===== src/rtl/plsv_pkg.sv =====
package plsv_pkg;

  localparam logic [4:0] REG_CTRL = 5'd0;
  localparam logic [4:0] REG_STAT = 5'd1;
  localparam logic [4:0] REG_ADV  = 5'd4;
  localparam logic [4:0] REG_LPA  = 5'd5;

  localparam logic [15:0] CTRL_RESET  = 16'h8000;
  localparam logic [15:0] CTRL_AN_ON  = 16'h1000;
  localparam int          BIT_SPD100  = 13;
  localparam int          BIT_FDX     = 8;

  typedef enum logic [3:0] {
    ST_RST_WR, ST_RST_RD, ST_CAP_RD, ST_AN_WR, ST_FORCE_WR,
    ST_IDLE, ST_POLL_RD, ST_ANW_RD, ST_ADV_RD, ST_LPA_RD
  } seqState_t;

  typedef struct packed {
    logic startTimer;
    logic consumePoll;
    logic record;
    logic recordVal;
    logic fireUp;
    logic fireDown;
    logic forceApply;
    logic latchAdv;
    logic resolve;
  } strobe_t;

endpackage


===== src/rtl/plsv_ctrl.sv =====
module plsv_ctrl
  import plsv_pkg::*;
(
  input  logic        clk,
  input  logic        rst,
  input  logic        autoEnable,
  input  logic [15:0] forcedCtrl,
  input  logic        mgmtAck,
  input  logic        rdResetBit,
  input  logic        rdLink,
  input  logic        rdAnCap,
  input  logic        rdAnDone,
  input  logic        linkRec,
  input  logic        pollDue,
  output logic        mgmtReq,
  output logic        mgmtWrite,
  output logic [4:0]  mgmtReg,
  output logic [15:0] mgmtWdata,
  output strobe_t     st
);

  seqState_t state, stateNext;
  logic autoMode, autoModeNext;

  always_ff @(posedge clk) begin
    if (rst) begin
      state    <= ST_RST_WR;
      autoMode <= 1'b0;
    end else begin
      state    <= stateNext;
      autoMode <= autoModeNext;
    end
  end

  always_comb begin
    mgmtReq   = 1'b1;
    mgmtWrite = 1'b0;
    mgmtReg   = REG_STAT;
    mgmtWdata = 16'h0000;
    case (state)
      ST_RST_WR:   begin mgmtWrite = 1'b1; mgmtReg = REG_CTRL; mgmtWdata = CTRL_RESET; end
      ST_RST_RD:   mgmtReg = REG_CTRL;
      ST_AN_WR:    begin mgmtWrite = 1'b1; mgmtReg = REG_CTRL; mgmtWdata = CTRL_AN_ON; end
      ST_FORCE_WR: begin mgmtWrite = 1'b1; mgmtReg = REG_CTRL; mgmtWdata = forcedCtrl; end
      ST_ADV_RD:   mgmtReg = REG_ADV;
      ST_LPA_RD:   mgmtReg = REG_LPA;
      ST_IDLE:     mgmtReq = 1'b0;
      default:     mgmtReg = REG_STAT;
    endcase
  end

  always_comb begin
    stateNext    = state;
    autoModeNext = autoMode;
    st           = '0;
    st.recordVal = rdLink;
    case (state)
      ST_RST_WR: if (mgmtAck) stateNext = ST_RST_RD;
      ST_RST_RD: if (mgmtAck && !rdResetBit) stateNext = ST_CAP_RD;
      ST_CAP_RD: if (mgmtAck) stateNext = (autoEnable && rdAnCap) ? ST_AN_WR : ST_FORCE_WR;
      ST_AN_WR: if (mgmtAck) begin
        st.startTimer = 1'b1;
        autoModeNext  = 1'b1;
        stateNext     = ST_IDLE;
      end
      ST_FORCE_WR: if (mgmtAck) begin
        st.startTimer = 1'b1;
        st.forceApply = 1'b1;
        autoModeNext  = 1'b0;
        stateNext     = ST_IDLE;
      end
      ST_IDLE: if (pollDue) begin
        st.consumePoll = 1'b1;
        stateNext      = ST_POLL_RD;
      end
      ST_POLL_RD: if (mgmtAck) begin
        stateNext = ST_IDLE;
        if (rdLink != linkRec) begin
          st.record = 1'b1;
          if (!rdLink)        st.fireDown = 1'b1;
          else if (autoMode)  stateNext   = ST_ANW_RD;
          else                st.fireUp   = 1'b1;
        end
      end
      ST_ANW_RD: if (mgmtAck) begin
        if (!rdLink) begin
          st.fireUp = 1'b1;
          stateNext = ST_IDLE;
        end else if (rdAnDone) begin
          stateNext = ST_ADV_RD;
        end
      end
      ST_ADV_RD: if (mgmtAck) begin
        st.latchAdv = 1'b1;
        stateNext   = ST_LPA_RD;
      end
      ST_LPA_RD: if (mgmtAck) begin
        st.resolve = 1'b1;
        st.fireUp  = 1'b1;
        stateNext  = ST_IDLE;
      end
      default: stateNext = ST_RST_WR;
    endcase
  end

  AST_REQ_HOLD: assert property (@(posedge clk) disable iff (rst)
    (mgmtReq && !mgmtAck) |=> (mgmtReq && $stable(mgmtReg)));

endmodule


===== src/rtl/plsv_datapath.sv =====
module plsv_datapath
  import plsv_pkg::*;
#(
  parameter int POLL_CYCLES = 100_000_000
) (
  input  logic        clk,
  input  logic        rst,
  input  strobe_t     st,
  input  logic [15:0] mgmtRdata,
  input  logic [15:0] forcedCtrl,
  output logic        linkRec,
  output logic        pollDue,
  output logic        linkUpEvt,
  output logic        linkDownEvt,
  output logic        macSpeed100,
  output logic        macFullDuplex
);

  localparam int CW = (POLL_CYCLES > 1) ? $clog2(POLL_CYCLES) : 1;
  localparam logic [CW-1:0] LAST = CW'(POLL_CYCLES - 1);

  logic [CW-1:0] pollCnt;
  logic          running, tick, pending;
  logic [15:0]   advReg, common;
  logic          res100, resFdx;

  assign tick = running && (pollCnt == LAST);

  always_ff @(posedge clk) begin
    if (rst) begin
      pollCnt <= '0;
      running <= 1'b0;
      pollDue <= 1'b0;
    end else begin
      if (st.startTimer) running <= 1'b1;
      if (running) pollCnt <= tick ? '0 : pollCnt + 1'b1;
      pollDue <= tick | (pollDue & ~st.consumePoll);
    end
  end

  assign common = advReg & mgmtRdata;
  assign res100 = common[8] | common[7];
  assign resFdx = res100 ? common[8] : common[6];

  always_ff @(posedge clk) begin
    if (rst) begin
      linkRec       <= 1'b0;
      pending       <= 1'b0;
      advReg        <= '0;
      linkUpEvt     <= 1'b0;
      linkDownEvt   <= 1'b0;
      macSpeed100   <= 1'b0;
      macFullDuplex <= 1'b0;
    end else begin
      linkUpEvt   <= st.fireUp;
      linkDownEvt <= st.fireDown;
      if (st.record) linkRec <= st.recordVal;
      if (st.fireUp || st.fireDown) pending <= 1'b0;
      else if (st.record)          pending <= 1'b1;
      if (st.latchAdv) advReg <= mgmtRdata;
      if (st.forceApply) begin
        macSpeed100   <= forcedCtrl[BIT_SPD100];
        macFullDuplex <= forcedCtrl[BIT_FDX];
      end else if (st.resolve) begin
        macSpeed100   <= res100;
        macFullDuplex <= resFdx;
      end
    end
  end

  AST_EVT_EXCL: assert property (@(posedge clk) disable iff (rst)
    !(linkUpEvt && linkDownEvt));
  AST_UP_PULSE: assert property (@(posedge clk) disable iff (rst)
    linkUpEvt |=> !linkUpEvt);
  AST_DOWN_PULSE: assert property (@(posedge clk) disable iff (rst)
    linkDownEvt |=> !linkDownEvt);
  AST_FIRE_PENDING: assert property (@(posedge clk) disable iff (rst)
    (st.fireUp || st.fireDown) |-> (pending || st.record));
  AST_MAC_HOLD: assert property (@(posedge clk) disable iff (rst)
    !(st.resolve || st.forceApply) |=> $stable({macSpeed100, macFullDuplex}));
  AST_TICK_KEEP: assert property (@(posedge clk) disable iff (rst)
    tick |=> pollDue);

endmodule


===== src/rtl/phy_link_supervisor.sv =====
module phy_link_supervisor
  import plsv_pkg::*;
#(
  parameter int POLL_CYCLES = 100_000_000
) (
  input  logic        clk,
  input  logic        rst,
  input  logic        autoEnable,
  input  logic [15:0] forcedCtrl,
  output logic        mgmtReq,
  output logic        mgmtWrite,
  output logic [4:0]  mgmtReg,
  output logic [15:0] mgmtWdata,
  input  logic        mgmtAck,
  input  logic [15:0] mgmtRdata,
  output logic        linkUpEvt,
  output logic        linkDownEvt,
  output logic        macSpeed100,
  output logic        macFullDuplex
);

  strobe_t st;
  logic    linkRec, pollDue;

  plsv_ctrl u_ctrl (
    .clk        (clk),
    .rst        (rst),
    .autoEnable (autoEnable),
    .forcedCtrl (forcedCtrl),
    .mgmtAck    (mgmtAck),
    .rdResetBit (mgmtRdata[15]),
    .rdLink     (mgmtRdata[2]),
    .rdAnCap    (mgmtRdata[3]),
    .rdAnDone   (mgmtRdata[5]),
    .linkRec    (linkRec),
    .pollDue    (pollDue),
    .mgmtReq    (mgmtReq),
    .mgmtWrite  (mgmtWrite),
    .mgmtReg    (mgmtReg),
    .mgmtWdata  (mgmtWdata),
    .st         (st)
  );

  plsv_datapath #(.POLL_CYCLES(POLL_CYCLES)) u_dp (
    .clk           (clk),
    .rst           (rst),
    .st            (st),
    .mgmtRdata     (mgmtRdata),
    .forcedCtrl    (forcedCtrl),
    .linkRec       (linkRec),
    .pollDue       (pollDue),
    .linkUpEvt     (linkUpEvt),
    .linkDownEvt   (linkDownEvt),
    .macSpeed100   (macSpeed100),
    .macFullDuplex (macFullDuplex)
  );

endmodule


===== config.mk =====
export PLATFORM = sky130hd
export DESIGN_NAME = phy_link_supervisor
export DESIGN_NICKNAME = d
export VERILOG_FILES = /design/src/rtl/plsv_pkg.sv /design/src/rtl/plsv_ctrl.sv /design/src/rtl/plsv_datapath.sv /design/src/rtl/phy_link_supervisor.sv
export SDC_FILE = /design/constraint.sdc
export NUM_CORES = 1
export LEC_CHECK = 0
export ABC_AREA = 1
export BUFFER_PORTS_ARGS = -buffer_cell sky130_fd_sc_hd__buf_2
export CAP_MARGIN = 20
export CORE_MARGIN = 8
export CORE_UTILIZATION = 28
export DETAILED_ROUTE_END_ITERATION = 7
export PLACE_DENSITY_LB_ADDON = 0.05
export RECOVER_POWER = 50
export SYNTH_ARGS = -nofsm -noshare
export SYNTH_HDL_FRONTEND = slang
export SYNTH_HIERARCHICAL = 1
export SYNTH_SLANG_ARGS = --single-unit

===== constraint.sdc =====
create_clock -name clk -period 2.8 [get_ports clk]
set_clock_uncertainty 0.05 [all_clocks]
set_input_delay 0.28 -clock clk [delete_from_list [all_inputs] [get_ports clk]]
set_output_delay 0.28 -clock clk [all_outputs]
set_load 0.01 [all_outputs]

==> flow_summary.yaml <==
outcome:
  status: "completed"
global_route:
  grt_pass1_wl_um: 12700
  grt_max_degree: 19
  grt_antenna_before_repair: 0
  grt_usage_pct: 11.7
  grt_overflow: 0
  grt_pass1_vias: 2734
floorplan:
  rows: 36
  die_y_um: 115
  core_area_sq_um: 9680
  boundaryPins: 63
  die_x_um: 115
  start_util_pct: 28.5
  die-area_sq_um: 13300
critical_path:
  reg2reg_from: "u_dp/pollCnt[0]"
  worstPathArrival_ns: 1.82
  ff2ff_setup_slack_ns: 0.73
  required_ns: 2.47
  cp_max_fo: 18
  r2r-end: "u_dp/pollCnt[18]"
  endpoint_kind: "output pin"
  r2r_cells: 8
  worstSetupPathType: "register to output pin"
  cp-start-kind: "register"
  crit_start: "u_ctrl/state[1]"
drt:
  postRouteAntennaNets: 0
  drc: 0
  routedWlPerCell_um: 11.7
  dr.pass1.iters: 4
  totalWireLength_um: 7270
  dr_total_vias: 2654
  via_per_inst: 4.27
  drt_iter0_drc: 97
logic_synthesis:
  synthDominantCellAreaShare_pct: 30.4
  avgSynthCellArea_sq_um: 6.30
  syn_area_sq_um: 2760
  ys_ff_latch: 42
  synth.area.top_cells: "dfxtp_1 (30%), nand2_1 (14%), nor2_1 (13%)"
  synth_edf_count: 0
  async_flop_share_pct: 0
  synthCells: 438
  synth_most_common_cell: "nand2_1"
  ys_types: 35
  ys_seq_area_share_pct: 30.4
  yosys-top-cells-count: "nand2_1 (105), nor2_1 (94), inv_1 (62)"
  synth_flop_cell: "dfxtp_1"
  synth_top_area_cell: "dfxtp_1"
  yosysWarnings: 6
pwr:
  worst_ir_drop_vdd_v: 0.000401
  internal-power_uw: 1140
  combPwrFrac_pct: 34.9
  clock_power_share_pct: 27.7
  swShare_pct: 37.4
  p_sw_uw: 684
  p_leak_uw: 0.00154
  power_density_nw_per_um2: 580
  p_seq_share_pct: 37.5
run:
  drv_cap: 0
place:
  hpwl_um: 5770
  post-place-ws_ns: 0.921
  place_congestion: 0.768
  dpl_cell_area_sq_um: 3120
  placement.io_buffers: 50
  placed_cells: 614
sta:
  rsz0062_at_grt: "false"
  finalSetupViolCount: 0
  finalWorstSetupSlack_ns: 0.650
  relSlewSlack_pct: 62.9
  final.min_clock_period_ns: 2.15
  tightest_slew_ns: 0.555
  fmax_ghz: 0.465
  drv_slew: 0
  post-route-period-util_pct: 76.8
  tns_ns: 0
  hold_violations: 0
cells_and_area:
  n_fill_cell: 1114
  fin_util_pct: 32.5
  drive_above_1_share_pct: 17.2
  area_delta_synth_final_pct: 14.1
  layout.nets: 526
  stdcell_area_sq_um: 3150
  n_antenna_cell: 0
  layoutNonFillerInstCount: 621
  multi_input_area_sq_um: 1530
  register_area_sq_um: 841
cts:
  root_buffer: "clkbuf_8"
  cts_resized: 0
  clock_latency_ns: 0.29
  clockBufferDepth: 2
  cts_tree: "built"
  cts_setup_buffers: 0
  clkTransAtPathRegs_ns: 0.08
  clkSinkCount: 42
  cts_max_level: 2
  numCtsBuffers: 5
  cts_hold_buf: 0
hold_path:
  whs_path_depth: 3
  hp-start: "mgmtRdata[6]"
  hold_path_end: "u_dp/advReg[6]"
  worstHoldPathType: "primary input to register"
## power groups by stage
stage | clock network (uW) | logic (uW) | registers, uW
after floorplan | 0 | 489 | 694
after global placement | 0 | 679 | 704
after detailed placement | 0 | 673 | 705
after CTS | 531 | 676 | 691
after global routing | 556 | 731 | 692
final | 505 | 637 | 685
## worst max-delay path, cell delays in order, from the launching register on
cell	delay (ns)
dfxtp_1	0.47
nor2_1	0.18
nand2_4	0.22
nand2_1	0.12
inv_1	0.11
nand2_1	0.07
a221oi_1	0.19
buf_2	0.18
## routing by layer
layer | vias to the layer above | part of all wire (%) | global-route usage, %
met5 | - | 0 | 0
met4 | 0 | 0.78 | 3.06
met3 | 4 | 3.5 | 2.84
met2 | 38 | 48 | 20.4
met1 | 1172 | 48 | 14.1
li1 | 1440 | - | -
## registers in the layout (all words and copies together), names as in the netlist
signal / flops
u_dp/linkUpEvt: 1
u_dp/advReg: 3
u_dp/linkDownEvt: 1
u_dp/macFullDuplex: 1
u_dp/macSpeed100: 1
u_dp/pollDue: 1
u_dp/linkRec: 1
u_ctrl/state: 4
u_ctrl/autoMode: 1
u_dp/running: 1
u_dp/pollCnt: 27
## placed cells by master (no fill, tap or decap), drive strengths merged, types with 2 or more instances in the layout
master	n
nand2	118
nor2	111
inv	67
buf	47
dfxtp	42
nand3	37
a21oi	13
clkbuf	10
nand4	7
nor3	6
xor2	6
o21ai	6
a31oi	4
conb	3
ha	2
## cells by family (layout without fill, tap and decap cells)
| kind of cell | count (synthesis) | after routing | synth area share (%) |
|---|---|---|---|
| xor gates and xnor gates | 7 | 7 | 2.22 |
| and+or+nand+nor | 282 | 282 | 48.9 |
| other | 1 | 3 | 0.136 |
| buffers and inverters | 77 | 125 | 11.7 |
| AOI/OAI and AO/OA | 27 | 27 | 5.71 |
| DFF | 42 | 42 | 30.4 |
| adders and majority gates | 2 | 2 | 0.906 |
## metrics by stage
| step | total power (uW) | hold WS, ns |
|---|---|---|
| after floorplan | 1180 | 0.306 |
| after global placement | 1380 | 0.423 |
| after detailed placement | 1380 | 0.421 |
| after CTS | 1900 | 0.163 |
| after global routing | 1980 | 0.174 |
| final | 1830 | 0.175 |
## cell type report
class                   instances  area share (%)
clock buffers                   6            2.62
well taps                     133            5.28
repair buffers                 51            8.02
flip-flops and latches         42            26.7
multi-input cells             321            48.5
inverters                      67            7.98
clock inverters                 1           0.953
## worst max path at each step
stage	to	slack, ns	cells after the start
final	mgmtReg[0]	0.65	7
after global routing	mgmtReg[0]	0.46	7
after CTS	mgmtReg[0]	0.68	7
after detailed placement	u_dp/pollCnt[21]	0.92	8
after global placement	u_dp/pollCnt[21]	0.95	8
after floorplan	mgmtReg[0]	1.21	6
No activity file was read; power rests on OpenSTA's default activity.
